### src/rtl/tmr_pkg.sv
package tmr_pkg;

    // Tick source indices; the select input is the index.
    localparam int SRC_FAST   = 0;
    localparam int SRC_SLOW   = 1;
    localparam int N_TICK_SRC = 2;

    // Kind of event raised by one decrement.
    typedef enum logic [1:0] {
        EVT_NONE  = 2'd0,
        EVT_UPPER = 2'd1,
        EVT_LOWER = 2'd2,
        EVT_ZERO  = 2'd3
    } evt_e;

endpackage

### src/rtl/tmr_tick_sel.sv
module tmr_tick_sel #(
    parameter  int N_SRC = 2,
    localparam int SEL_W = (N_SRC > 1) ? $clog2(N_SRC) : 1
) (
    input  logic [N_SRC-1:0] strobe_i,
    input  logic [SEL_W-1:0] sel_i,
    output logic             tick_o
);

    always_comb begin
        tick_o = 1'b0;
        for (int i = 0; i < N_SRC; i++) begin
            if (sel_i == SEL_W'(i)) begin
                tick_o = strobe_i[i];
            end
        end
    end

endmodule

### src/rtl/tmr_match_sort.sv
module tmr_match_sort #(
    parameter int CNT_W = 32
) (
    input  logic [CNT_W-1:0] match_a_i,
    input  logic [CNT_W-1:0] match_b_i,
    output logic [CNT_W-1:0] hi_o,
    output logic [CNT_W-1:0] lo_o,
    output logic             has_zero_o
);

    logic a_bigger;

    always_comb begin
        a_bigger   = (match_a_i > match_b_i);
        hi_o       = a_bigger ? match_a_i : match_b_i;
        lo_o       = a_bigger ? match_b_i : match_a_i;
        // The smaller value is zero exactly when either value is zero.
        has_zero_o = (lo_o == '0);
    end

endmodule

### src/rtl/tmr_evt_detect.sv
module tmr_evt_detect
    import tmr_pkg::*;
#(
    parameter int CNT_W = 32
) (
    input  logic             step_i,
    input  logic [CNT_W-1:0] land_i,
    input  logic [CNT_W-1:0] hi_i,
    input  logic [CNT_W-1:0] lo_i,
    input  logic             has_zero_i,
    input  logic             zero_en_i,
    output evt_e             kind_o
);

    always_comb begin
        kind_o = EVT_NONE;
        if (step_i) begin
            if (land_i == '0) begin
                // A zero match value also opens the zero gate; one event only.
                if (zero_en_i || has_zero_i) begin
                    kind_o = EVT_ZERO;
                end
            end else if (land_i == lo_i) begin
                // Equal match values land here once.
                kind_o = EVT_LOWER;
            end else if (land_i == hi_i) begin
                kind_o = EVT_UPPER;
            end
        end
    end

endmodule

### src/rtl/tmr_dual_match_chan.sv
module tmr_dual_match_chan
    import tmr_pkg::*;
#(
    parameter int CNT_W = 32
) (
    input  logic             clk,
    input  logic             rst_n,
    input  logic             tick_fast_i,
    input  logic             tick_slow_i,
    input  logic             chan_en_i,
    input  logic             src_slow_i,
    input  logic             zero_irq_en_i,
    input  logic             wr_count_i,
    input  logic             wr_reload_i,
    input  logic             wr_match_a_i,
    input  logic             wr_match_b_i,
    input  logic [CNT_W-1:0] wr_data_i,
    output logic [CNT_W-1:0] count_o,
    output logic             irq_level_o
);

    localparam int SEL_W = (N_TICK_SRC > 1) ? $clog2(N_TICK_SRC) : 1;

    typedef struct packed {
        logic [CNT_W-1:0] count;
        logic [CNT_W-1:0] reload;
        logic [CNT_W-1:0] match_a;
        logic [CNT_W-1:0] match_b;
        logic             irq;
        logic             en;
    } chan_st_t;

    chan_st_t st_d, st_q;

    logic [N_TICK_SRC-1:0] strobes;
    logic [SEL_W-1:0]      tick_sel;
    logic                  tick;
    logic [CNT_W-1:0]      m_hi, m_lo;
    logic                  m_has_zero;
    logic [CNT_W-1:0]      land;
    logic                  step;
    logic                  en_first;
    evt_e                  evt_kind;

    always_comb begin
        strobes           = '0;
        strobes[SRC_FAST] = tick_fast_i;
        strobes[SRC_SLOW] = tick_slow_i;
        tick_sel          = SEL_W'(src_slow_i);
    end

    tmr_tick_sel #(
        .N_SRC (N_TICK_SRC)
    ) u_tick_sel (
        .strobe_i (strobes),
        .sel_i    (tick_sel),
        .tick_o   (tick)
    );

    tmr_match_sort #(
        .CNT_W (CNT_W)
    ) u_sort (
        .match_a_i  (st_q.match_a),
        .match_b_i  (st_q.match_b),
        .hi_o       (m_hi),
        .lo_o       (m_lo),
        .has_zero_o (m_has_zero)
    );

    always_comb begin
        en_first = chan_en_i && !st_q.en;
        land     = st_q.count - 1'b1;
        step     = chan_en_i && st_q.en && !wr_count_i && tick && (st_q.count != '0);
    end

    tmr_evt_detect #(
        .CNT_W (CNT_W)
    ) u_evt (
        .step_i     (step),
        .land_i     (land),
        .hi_i       (m_hi),
        .lo_i       (m_lo),
        .has_zero_i (m_has_zero),
        .zero_en_i  (zero_irq_en_i),
        .kind_o     (evt_kind)
    );

    always_comb begin
        st_d    = st_q;
        st_d.en = chan_en_i;

        if (wr_reload_i)  st_d.reload  = wr_data_i;
        if (wr_match_a_i) st_d.match_a = wr_data_i;
        if (wr_match_b_i) st_d.match_b = wr_data_i;

        if (en_first) begin
            st_d.count = st_q.reload;
        end else if (chan_en_i) begin
            if (wr_count_i) begin
                st_d.count = wr_data_i;
            end else if (step) begin
                st_d.count = land;
                if (evt_kind != EVT_NONE) begin
                    st_d.irq = ~st_q.irq;
                end
            end else if (tick) begin
                // Count is zero here: restart the period, no event.
                st_d.count = st_q.reload;
            end
        end
    end

    always_ff @(posedge clk or negedge rst_n) begin
        if (!rst_n) begin
            st_q <= '0;
        end else begin
            st_q <= st_d;
        end
    end

    assign count_o     = st_q.count;
    assign irq_level_o = st_q.irq;

endmodule

### config.mk
export PLATFORM = sky130hd
export DESIGN_NAME = tmr_dual_match_chan
export DESIGN_NICKNAME = d
export VERILOG_FILES = /design/src/rtl/tmr_pkg.sv /design/src/rtl/tmr_tick_sel.sv /design/src/rtl/tmr_match_sort.sv /design/src/rtl/tmr_evt_detect.sv /design/src/rtl/tmr_dual_match_chan.sv
export SDC_FILE = /design/constraint.sdc
export NUM_CORES = 1
export LEC_CHECK = 0
export ABC_AREA = 1
export BUFFER_PORTS_ARGS = -buffer_cell sky130_fd_sc_hd__buf_2
export CAP_MARGIN = 20
export CORE_UTILIZATION = 65
export DETAILED_ROUTE_END_ITERATION = 10
export PLACE_DENSITY = 0.85
export SLEW_MARGIN = 40
export SYNTH_ARGS = -nofsm -noshare
export SYNTH_HDL_FRONTEND = slang
export SYNTH_HIERARCHICAL = 1
export SYNTH_SLANG_ARGS = --single-unit
### constraint.sdc
create_clock -name clk -period 6.65 [get_ports clk]
set_clock_uncertainty 0.1 [all_clocks]
set_input_delay 0.3325 -clock clk [delete_from_list [all_inputs] [get_ports clk]]
set_output_delay 0.3325 -clock clk [all_outputs]
set_load 0.02 [all_outputs]
# ---- Word-level counts from Yosys, hierarchy flattened
# Index checks and enable logic that the tools add are counted.
dict set report totals {
  reg_bits 130
  in_bits 43
  output_inout_bits 33
  word_cells 42
}
dict set report classes {
  n_addsub 1
  n_lt_le_gt_ge 1
  n_eq_ne 2
  muxes 13
  bitwise 3
  reduce_logical 16
}
# operator count
set op_table {}
lappend op_table {{32-bit 2-to-1 mux} 7}
lappend op_table {{32-bit == test} 2}
lappend op_table {{32-bit zero test} 2}
lappend op_table {{32-bit > comparator} 1}
lappend op_table {{32-bit nonzero test} 1}
lappend op_table {{32-bit by 1-bit subtractor with 32-bit output (second input constant)} 1}
lappend op_table {{2-bit 2-to-1 mux} 4}
lappend op_table {{1-bit logical AND} 5}
lappend op_table {{5-bit AND reduction} 1}
lappend op_table {{2-bit nonzero test} 2}
lappend op_table {{4-bit nonzero test} 1}
lappend op_table {{1-bit NOT} 3}
lappend op_table {{1-bit zero test} 2}
lappend op_table {{1-bit 2-to-1 mux} 2}
lappend op_table {{2-bit AND reduction} 1}
lappend op_table {{1-bit logical OR} 1}

# ---- Depth between registers and ports, before layout
# Gate-level depths: netlist of the first run.
dict set report depth {
  word_depth 9
  mapped_depth 31
  depth_no_buf 28
}

# ---- Hierarchy
# Netlist of the first run, hierarchy kept.
# mod n_inst cells_per_inst area_per_inst_um2 seq_area_each_um2
set modules_own_cells {}
lappend modules_own_cells {tmr_dual_match_chan 1 843 7101.8 3253.1}
lappend modules_own_cells {tmr_match_sort 1 344 1809.2 0.0}
lappend modules_own_cells {tmr_evt_detect 1 289 1252.5 0.0}
lappend modules_own_cells {tmr_tick_sel 1 4 15.0 0.0}

# ---- Least setup slack after synthesis of the first run
# No wires, ideal clock.
dict set report synth_timing {
  kind {reg-to-reg}
  startpoint {reg st_q[57] (netlist bit)}
  endpoint {reg st_q, in the netlist irq_level_o}
  setup_time_ns 0.128
  arrival_ns 2.843
  t_required_ns 6.422
  slack_ns 3.578
  stages_incl_launch_ff 25
  n_path_buf 3
  synth_period_minus_slack_ns 3.072
  path_cell_list {dfrtp_1 -> ha_1 -> nand2_1 -> nor2_2 -> nand4_2 -> nor2_4 -> nand2_2 -> nand2_4 -> nand2_4 -> buf_6 -> buf_4 -> buf_2 -> a21oi_1 -> inv_1 -> nand2_1 -> nand2_1 -> nor2_1 -> nand2_1 -> nor2_1 -> nand2_1 -> nor2_1 -> nand2_1 -> a21oi_1 -> o21ai_1 -> xnor2_1}
}
dict set report synth_via {
  elab_chain_len 9
  word_cells_on_any_way 14
  cone_classes {order compare (1); eq/ne (2); mux (7); reduce/logical (4)}
}
# element line
set synth_lines {}
lappend synth_lines {{start: declaration} tmr_dual_match_chan.sv:33} ;# chan_st_t st_d, st_q;
lappend synth_lines {{start signal: assignment} tmr_dual_match_chan.sv:117} ;# st_q <= st_d;
lappend synth_lines {{32-bit > comparator} tmr_match_sort.sv:14} ;# a_bigger = (match_a_i > match_b_i);
lappend synth_lines {{32-bit 2-to-1 mux} tmr_match_sort.sv:15} ;# hi_o = a_bigger ? match_a_i : match_b_i;
lappend synth_lines {{via m_hi[1]} tmr_dual_match_chan.sv:38} ;# logic [CNT_W-1:0] m_hi, m_lo;
lappend synth_lines {{32-bit == test} tmr_evt_detect.sv:26} ;# end else if (land_i == hi_i) begin
lappend synth_lines {{1-bit 2-to-1 mux} tmr_evt_detect.sv:26}
lappend synth_lines {{2-bit 2-to-1 mux} tmr_evt_detect.sv:23} ;# end else if (land_i == lo_i) begin
lappend synth_lines {{2-bit 2-to-1 mux} tmr_evt_detect.sv:18} ;# if (land_i == '0) begin
lappend synth_lines {{2-bit 2-to-1 mux} tmr_evt_detect.sv:17} ;# if (step_i) begin
lappend synth_lines {{via evt_kind[0]} tmr_dual_match_chan.sv:43} ;# evt_e evt_kind;
lappend synth_lines {{2-bit nonzero test} tmr_dual_match_chan.sv:103} ;# if (evt_kind != EVT_NONE) begin
lappend synth_lines {{5-bit AND reduction (no line)} -}
# The timed path passes the listed nets, and every way through them passes these cells.
# A chain may end at the register's enable or synchronous reset.

# ---- Worst setup path in the final report of the first run
dict set report layout_timing {
  startpoint {reg st_q[25] (netlist bit)}
  endpoint {reg st_q, in the netlist irq_level_o}
}
# Same word-level chain as after synthesis.

==> run_results.csv, run 1 <==
group,metric,value,unit
outcome,outcome,"complete, no violations",
layout,final_cell_mix,"nand2_1, nor2_1, inv_1, dfrtp_1, a21oi_1",
setup_path,required,6870,ps
pwr,power_density,272,nW/um^2
setup_path,cp.arrival,4320,ps
drt,ant_nets,0,
yosys,synthMuxAreaShare,8.19,%
placed_design,pre_cts_ws,2450,ps
yosys,synth-seq-cells,130,
layout,multi_input_area,5720,um^2
pwr,p_sw_share,37.4,%
clocking,clk_latency,430,ps
pwr,p_leak,5.66,nW
drt,via_count,9679,
pwr,p_int,0.00187,W
clocking,cts_root_buf,"clkbuf_16",
yosys,synth.area.top_cells,"dfrtp_1, nand2_1, mux2_2",
die,die_h,127,um
timing,fmax,243,MHz
yosys,synth.yosys.warnings,6,
die,start_util,66.7,%
flow_run,cap_violations,0,
placed_design,portBuffers,75,
yosys,synth_nets,1556,
drt,viasPerCell,5.63,
drt,dr.pass1.iters,6,
die,chipWidth,127,um
die,io_pins,76,
die,core_area,15300,um^2
global_route,grt_pass1_wl,44400,um
global_route,grt_start_max_net_pins,104,
setup_path,start_kind,"flip-flop",
clocking,post_cts_buffers,0,
setup_path,crit_chain,"inv_1, ha_1, nand2_1, nor2_2, nand4_2, nor2_4, nand4_4, nand2_8, nor2_1, a21oi_1, inv_1, nand2_1, nand2_1, nor2_1, nand2_1, nor2_1, nand2_1, nor2_1, nand2_1, a21oi_1, o21ai_1, xnor2_1",
yosys,yosysSeqAreaShare,32.0,%
pwr,p_clk_share,33.1,%
setup_path,cp_slowest_stage_delay,600,ps
layout,layout-drive-gt1-share,16.1,%
clocking,cts_buffers,17,
setup_path,path_buf_inv,2,
yosys,yosys.area_share.simple,30.1,%
layout,area.growth.synth_to_final,7.85,%
drt,drt_wl_total,27200,um
global_route,antenna_found_initial,0,
placed_design,gp_congestion,0.903,
layout,seqCellArea,3250,um^2
timing,timing.final.crit_share,61.8,%
clocking,cts_buffer_depth,2,
global_route,grt_usage,35.5,%
yosys,synth_edf_count,0,
timing,slew_headroom,47.0,%
die,die_area,16200,um^2
layout,fin_cells,1718,
yosys,synth-xor-area-share,3.61,%
timing,slew_violations,0,
timing,hold_ws,75.2,ps
yosys,synth-main-ff-cell,"dfrtp_1",
global_route,gr-total-overflow,0,
placed_design,hpwl,19400,um
yosys,synth_cells,1480,
timing,fin_tns_setup,0,ps
setup_path,cpMaxStageDelayCell,"nand2_8",
pwr,combPwrFrac,33.8,%
worst_hold_path,hp-class,"in2reg",
layout,n_antenna_cell,0,
yosys,yosys.area_share.adder,4.06,%
drt,drt_iter0_markers,1158,
yosys,synth_top_family_by_area,"simple AND/OR/NAND/NOR gates",
yosys,synth.top_cell.area_share,32.0,%
yosys,synthArstFlopShare,100,%
setup_path,crit_type,"reg2reg",
die,row_count,45,
pwr,p_seq_share,33.1,%
clocking,htree_levels,4,
yosys,syn-cell-area,10200,um^2
layout,nFillCells,1221,
timing,rsz0062_at_grt,"false",
clocking,cts_tree,"built",
clocking,clkTransAtPathRegs,60,ps
timing,fin_ws,2540,ps
drt,drc,0,
setup_path,cp_top_family,"simple AND/OR/NAND/NOR gates",
setup_path,critPathMostFrequentCell,"nand2_1",
timing,worstMarginPinSlew,795,ps
timing,hold_viol,0,
placed_design,placedCellCount,1685,
global_route,grt_pass1_vias,8934,
pwr,power.net_switching,0.00112,W
pwr,p_total,0.00298,W
yosys,ys_types,37,
setup_path,end_kind,"flip-flop",
yosys,avgSynthCellArea,6.88,um^2
clocking,clkSinkCount,130,
timing,setup_viol,0,
pwr,irDropWorstVdd,0.193,mV
yosys,synth_compound_area_share,10.1,%
layout,final_common_cell,"nand2_1",
yosys,yosysTopAreaCell,"dfrtp_1",
timing,period_minus_slack,4110,ps
drt,wl_per_cell,15.8,um
layout,finish.net_count,1571,
setup_path,path_max_fanout,103,
-- state kept, by name, summed over array words and instances, names as in the netlist --
signal,flops
st_q,97
count_o,32
irq_level_o,1
-- Yosys cell counts, types with 8 or more instances --
cell type and number:
buf_6 8, xor2_1 11, xnor2_1 31, nand2_1 450
nand3_1 54, clkbuf_1 24, nand4_1 15, inv_2 16
mux2_2 74, o21ai_0 49, buf_4 37, a21oi_1 113
nor2_1 172, nor2_2 23, buf_2 9, dfrtp_1 130
ha_1 33, o21ai_1 21, inv_1 167
-- cell type report --
| cell class | count | area share (%) |
|---|---|---|
| Sequential cell | 130 | 29.6 |
| Clock buffer | 21 | 4.10 |
| Tap cell | 211 | 2.40 |
| Clock inverter | 10 | 1.45 |
| Inverter | 184 | 6.29 |
| Timing Repair Buffer | 81 | 3.99 |
| Multi-Input combinational cell | 1081 | 52.1 |
-- layer usage --
metal / share of wire, % / wire, um / vias up / track usage, %
met3: 9.4 / 2550 / 68 / 5.74
met5: 0 / 0 / - / 0
met4: 2.6 / 721 / 0 / 13.4
met2: 45 / 12200 / 505 / 55.7
li1: - / - / 4655 / -
met1: 43 / 11700 / 4451 / 49.6
-- worst reg2reg max path: stages, from the launching register on --
cell and delay [ps]:
dfrtp_1 370, inv_1 70, ha_1 290, nand2_1 80, nor2_2 150, nand4_2 150
nor2_4 190, nand4_4 420, nand2_8 610, nor2_1 210, a21oi_1 270, inv_1 80
nand2_1 60, nand2_1 50, nor2_1 100, nand2_1 60, nor2_1 180, nand2_1 80
nor2_1 80, nand2_1 60, a21oi_1 130, o21ai_1 90, xnor2_1 150
-- cell families after synthesis --
logic type	Yosys count
buffers and inverters	269
AO/OA/AOI/OAI	195
XOR/XNOR	42
AND/OR/NAND/NOR	737
adder cells (fa/ha/maj)	33
multiplexers	74
flip-flops	130
-- timing repair --
item	in CTS	in global routing
hold buffers	2	0
endpoints found under the hold margin	55	0
setup endpoints to repair	0	0
resized for setup	0	0
-- metrics by stage --
step	util (%)	instance area, um^2
4_1_cts	71.9	11000
2_1_floorplan	-	10200
3_5_place_dp	67.8	10300
6_report	71.9	11000
5_1_grt	71.9	11000
3_3_place_gp	67.7	10300
-- worst paths after layout --
path                                   start           to  slack, ps  cells past startpoint
worst max-delay path                st_q[25]  irq_level_o       2540                     22
worst min-delay path            wr_data_i[7]     st_q[73]         80                      3
worst min register to register      st_q[21]     st_q[21]        400                      1
max in group asynchronous              rst_n  count_o[20]       5040                      3
worst max register to register      st_q[25]  irq_level_o       2540                     22
min in group asynchronous              rst_n     st_q[11]        320                      2
-- power groups by stage --
stage          combinational (W)  clock [W]  sequential [W]
2_1_floorplan           0.000818          0        0.000961
3_3_place_gp            0.000952          0        0.000990
3_5_place_dp            0.000980          0        0.000997
4_1_cts                 0.000990   0.000993        0.000983
5_1_grt                  0.00113    0.00102        0.000998
6_report                 0.00101   0.000987        0.000987
No activity file was read; power rests on OpenSTA's default activity.
==> run 2: changes to the inputs <==
Settings changed: ABC_AREA 1 to 0, CORE_UTILIZATION 65 to 61, PLACE_DENSITY 0.85 to 0.81.
Clock period 6.65 ns to 4.25 ns, I/O delays scaled along.
==> run 2 against run 1 <==
  * The flow now finishes with violations (DRC)
  * Highest routed layer unchanged
  * Die area down 2.3%
  * Via count down 16%
  * Routed wire length up 4.1%
  * Register-to-register slack worse by 2500 ps
  * Critical path depth down 6
  * Setup slack worse by 2500 ps
==> run_results.csv, run 2 <==
group,metric,value,unit
outcome,outcome,"finished, violations left",
outcome,violations,"DRC",
yosys,yosys.area_share.adder,4.43,%
yosys,avgSynthCellArea,10.7,um^2
yosys,yosysTopAreaCell,"dfrtp_1",
die,start_util,63.2,%
worst_hold_path,hp-class,"in2reg",
worst_hold_path,min_from,"wr_data_i[5]",
global_route,grt_pass1_wl,43100,um
clocking,cts_buffers,17,
layout,finish.net_count,1066,
die,io_pins,76,
pwr,power.net_switching,0.00170,W
yosys,synth.top_cell.area_share,34.9,%
setup_path,rr_startpoint,"st_q[43]",
die,die_h,126,um
yosys,syn-cell-area,9330,um^2
yosys,ys_types,57,
timing,setup_viol,0,
layout,final_common_cell,"dfrtp_1",
layout,layout-drive-gt1-share,37.3,%
layout,fin_area,11000,um^2
timing,worstMarginPinSlew,854,ps
clocking,clkSinkCount,130,
die,die_area,15800,um^2
yosys,synth-xor-area-share,8.73,%
timing,fmax,238,MHz
placed_design,portBuffers,75,
yosys,synth_cells,873,
yosys,synth_nets,949,
setup_path,reg2reg_depth,16,
yosys,yosysSeqAreaShare,34.9,%
clocking,clk_latency,430,ps
timing,slew_violations,0,
pwr,irDropWorstVdd,0.327,mV
drt,ant_nets,0,
yosys,synth.area.top_cells,"dfrtp_1, mux2_2, mux2_4",
layout,n_antenna_cell,0,
global_route,antenna_found_initial,1,
flow_run,cap_violations,0,
pwr,power_density,447,nW/um^2
clocking,cts_root_buf,"clkbuf_16",
drt,viasPerCell,6.83,
drt,dr.pass1.iters,9,
placed_design,hpwl,19100,um
yosys,yosys-top-cells-count,"dfrtp_1, mux2_2, xor2_1",
setup_path,regToRegSetupSlack,50,ps
global_route,grt_start_max_net_pins,101,
clocking,cts_tree,"built",
die,row_count,44,
worst_hold_path,whs_path_depth,3,
yosys,synth.most_common_cell,"dfrtp_1",
setup_path,cp.arrival,4410,ps
layout,largest_register_ffs,97,
drt,drt_iter0_markers,1122,
setup_path,required,4460,ps
yosys,synthMuxAreaShare,22.6,%
layout,area.growth.synth_to_final,18.0,%
clocking,cts_buffer_depth,2,
yosys,synth.yosys.warnings,6,
yosys,synth_top_family_by_area,"multiplexers",
setup_path,start_kind,"flip-flop",
worst_hold_path,holdPathEnd,"count_o[5]",
die,core_area,14800,um^2
yosys,synthArstFlopShare,100,%
layout,regMostFlops,"st_q",
pwr,combPwrFrac,36.0,%
global_route,grt_usage,35.8,%
timing,timing.final.crit_share,98.8,%
pwr,p_leak,4.96,nW
yosys,synth-main-ff-cell,"dfrtp_1",
global_route,grt_pass1_vias,7736,
pwr,p_clk_share,32.0,%
yosys,synth_compound_area_share,10.4,%
pwr,p_int,0.00322,W
layout,final_cell_mix,"dfrtp_1, mux2_2, buf_4, buf_2, xor2_1",
global_route,gr-total-overflow,0,
pwr,p_sw_share,34.6,%
timing,hold_viol,0,
timing,period_minus_slack,4200,ps
placed_design,placed_area,10000,um^2
die,chipWidth,126,um
setup_path,end_kind,"flip-flop",
setup_path,crit_type,"reg2reg",
setup_path,path_max_fanout,15,
setup_path,r2r_end,"irq_level_o",
clocking,clkTransAtPathRegs,60,ps
yosys,synth_edf_count,0,
drt,drt_wl_total,28300,um
yosys,synth-seq-cells,130,
clocking,htree_levels,4,
yosys,yosys.area_share.simple,11.8,%
timing,slew_headroom,43.0,%
drt,via_count,8102,
layout,utilization,74.6,%
pwr,p_seq_share,32.0,%
drt,wl_per_cell,23.9,um
placed_design,gp_congestion,0.948,
drt,drc,10,
layout,nFillCells,948,
## run 2: power groups by stage
stage	registers, W	clock network (W)	logic [W]
after floorplan	0.00154	0	0.00122
after global placement	0.00157	0	0.00158
after detailed placement	0.00158	0	0.00162
after CTS	0.00156	0.00158	0.00168
after global routing	0.00159	0.00164	0.00186
final	0.00157	0.00157	0.00177
## run 2: cell type report
type                            count  area (um^2)  share of cell area, %
Clock buffer                       18          439                   3.99
Clock inverter                     14          186                   1.69
Inverter                           38          143                   1.30
Multi-Input combinational cell    629         5520                   50.1
Sequential cell                   130         3260                   29.6
Tap cell                          184          230                   2.09
Timing Repair Buffer              174         1240                   11.3
## run 2: logic make-up after synthesis
kind of cell    Yosys count
simple gates            194
mux                     171
compound gates          138
flops                   130
buf+inv                 114
xor+xnor                 93
fa+ha+maj                33
## run 2: what timing repair did
action,CTS,global route
hold endpoints to repair,126,0
hold buffers,12,0
pin swaps,1,6
setup endpoints to repair,1,1
cloned,1,0
resized for setup,0,18
setup buffers,2,7
## run 2: layer usage
layer	up-vias	global-route usage [%]	wire, um
li1	3463	-	-
met1	3968	48.4	11400
met2	541	54.8	12700
met3	130	8.16	2870
met4	0	16.9	1330
met5	-	0	0
## run 2: how the worst max path moves through the flow
| stage | endpoint | start | slack (ps) | cells past startpoint |
|---|---|---|---|---|
| floorplan | irq_level_o | count_o[11] | 350 | 13 |
| global placement | irq_level_o | st_q[40] | 60 | 15 |
| detailed placement | irq_level_o | st_q[40] | 10 | 15 |
| CTS | irq_level_o | st_q[40] | 60 | 16 |
| global route | irq_level_o | st_q[41] | -130 | 16 |
| finish | irq_level_o | st_q[43] | 50 | 16 |
## run 2: critical path: stages (launching register included)
cell	delay, ps
dfrtp_1	420
ha_1	340
nand4_1	150
or3_4	420
nor2_4	110
and3b_1	210
a22oi_4	180
buf_12	160
buf_12	170
mux2_4	320
xor2_1	150
nor4_2	330
nand4_1	160
or3_1	380
a21boi_1	170
o21ai_1	110
xnor2_1	170
## run 2: stage by stage
step                      power [W]  setup WS (ps)  setup TNS, ps  hold slack (ps)  instances
final                       0.00492           49.7              0             6.18       1187
after CTS                   0.00482           58.5              0           0.0165       1179
after detailed placement    0.00320           13.7              0              208       1132
after global routing        0.00510           -127           -127             1.88       1187
after floorplan             0.00277            355              0             -183        873
after global placement      0.00315           64.2              0              280       1132
==> run 3: changes to the inputs <==
Settings changed: SETUP_SLACK_MARGIN set to 0.3, SLEW_MARGIN 40 to not set.
==> run 3 against run 2 <==
  * Clock power shrank 8%
  * Sequential cell count stayed put
  * Die area did not move
  * Power grew 1.3%
  * Sequential share of layout area shrank 0.61 points
  * Global-route usage increased by 0.24 points
  * The run ends with DRC, setup timing left
==> run_results.csv, run 3 (synthesis results as in run 2) <==
group,metric,value,unit
outcome,outcome,"finished, violations left",
outcome,violations,"DRC, setup timing",
setup_path,critical_path.startpoint,"st_q[40]",
clocking,cts_root_buf,"clkbuf_16",
timing,hold_viol,0,
timing,rsz0062_at_grt,"true",
setup_path,cp.arrival,4470,ps
drt,ant_nets,0,
die,core_area,14800,um^2
global_route,gr-total-overflow,0,
setup_path,reg2reg_depth,17,
layout,nFillCells,880,
timing,fin_tns_setup,-16.1,ps
die,chipWidth,126,um
drt,drt_iter0_markers,1227,
clocking,cts_buffers,17,
setup_path,rr_startpoint,"st_q[40]",
pwr,irDropWorstVdd,0.314,mV
global_route,grt_pass1_wl,43200,um
placed_design,gp_congestion,0.948,
die,start_util,63.2,%
pwr,p_leak,5.07,nW
global_route,grt_start_max_net_pins,101,
layout,area.growth.synth_to_final,20.5,%
setup_path,required,4460,ps
drt,drc,11,
setup_path,start_kind,"flip-flop",
setup_path,crit_type,"reg2reg",
clocking,clk_latency,420,ps
layout,n_antenna_cell,0,
layout,seqCellArea,3260,um^2
global_route,grt_usage,36.1,%
drt,drt_wl_total,30300,um
flow_run,cap_violations,0,
layout,final_common_cell,"dfrtp_1",
layout,multi_input_area,5620,um^2
setup_path,endpoint,"irq_level_o",
timing,worstMarginPinSlew,1000,ps
layout,fin_area,11200,um^2
drt,wl_per_cell,25.2,um
placed_design,placed_area,10000,um^2
pwr,power_density,443,nW/um^2
placed_design,portBuffers,75,
placed_design,hpwl,19100,um
setup_path,regToRegSetupSlack,-20,ps
clocking,cts_buffer_depth,2,
clocking,cts_tree,"built",
drt,viasPerCell,7.01,
drt,dr.pass1.iters,11,
global_route,antenna_found_initial,1,
drt,via_count,8442,
timing,timing.final.crit_share,100,%
layout,largest_register_ffs,97,
worst_hold_path,hp-class,"in2reg",
die,die_h,126,um
timing,fin_ws,-16.1,ps
clocking,htree_levels,4,
clocking,clkTransAtPathRegs,60,ps
die,io_pins,76,
setup_path,end_kind,"flip-flop",
die,row_count,44,
layout,regMostFlops,"st_q",
placed_design,pre_cts_ws,-18.3,ps
setup_path,path_max_fanout,10,
die,die_area,15800,um^2
timing,period_minus_slack,4270,ps
layout,layout-drive-gt1-share,39.5,%
layout,finish.net_count,1083,
timing,slew_violations,0,
timing,slew_headroom,32.9,%
timing,fmax,234,MHz
global_route,grt_pass1_vias,7775,
clocking,clkSinkCount,130,
timing,setup_viol,1,
layout,final_cell_mix,"dfrtp_1, mux2_2, buf_4, buf_2, xor2_1",
setup_path,r2r_end,"irq_level_o",
run 3: changes by cell type in the layout (fill, tap and decap cells not counted), moves of 4 or more:
cell	change
buf_4	+13
xnor2_2	+4
mux2_1	-4
ha_1	-5
ha_4	+5
xnor2_1	-4
run 3: worst min path at each step:
stage / from / to / slack [ps] / depth (start not counted)
2_1_floorplan: rst_n / count_o[0] / -180 / 0
3_3_place_gp: rst_n / st_q[71] / 280 / 1
3_5_place_dp: rst_n / st_q[76] / 290 / 1
4_1_cts: wr_data_i[16] / st_q[18] / 0.6 / 2
5_1_grt: wr_data_i[19] / st_q[85] / 9 / 2
6_report: wr_data_i[5] / st_q[71] / 20 / 2
run 3: where the power goes:
group	switching (W)	leakage, nW	internal [W]
logic	0.00101	3.26	0.000943
registers	0.000197	1.53	0.00138
clock network	0.000574	0.283	0.000876
run 3: final cells by class:
cell class              count  share of cell area [%]
multi-input cells         629                    50.0
well taps                 184                    2.05
clock buffers              19                    3.94
repair buffers            191                    12.6
clock inverters            13                    1.20
flip-flops and latches    130                    29.0
inverters                  38                    1.27
run 3: metal layers:
metal / wire length (um) / GRT usage (%) / up-vias / part of all wire (%)
met3: 3350 / 8.71 / 160 / 11
met2: 13800 / 56.4 / 665 / 46
met5: 0 / 0 / - / 0
li1: - / - / 3504 / -
met4: 1570 / 16.8 / 0 / 5.2
met1: 11600 / 47.4 / 4113 / 38
run 3: critical path: stages (launching register included):
cell and delay [ps]:
dfrtp_1 430, ha_4 270, a211oi_2 190, a211o_1 160, a31oi_1 110, or4_4 500, a22oi_4 160, buf_12 150
buf_12 110, buf_16 140, mux2_2 370, xnor2_2 180, nand4_1 160, nor4_2 260, nand4_1 160, o41ai_2 390
o21ai_1 130, xnor2_1 170
run 3: repair_timing:
item                       CTS  global route
buffers inserted             4            21
cloned                       1             1
hold endpoints to repair   126             0
hold buffers                13             0
pin swaps                    4            19
gates resized for setup      9            29
setup endpoints to repair    1             1
run 3: metrics by stage:
stage                     std cells  power (W)  hold WS (ps)  utilization [%]
after floorplan                 873    0.00277          -183                -
after global placement         1132    0.00315           280             68.0
after detailed placement       1132    0.00319           288             68.0
after CTS                      1182    0.00471         0.554             73.6
after global routing           1204    0.00514          9.37             76.2
final                          1204    0.00498          18.5             76.2
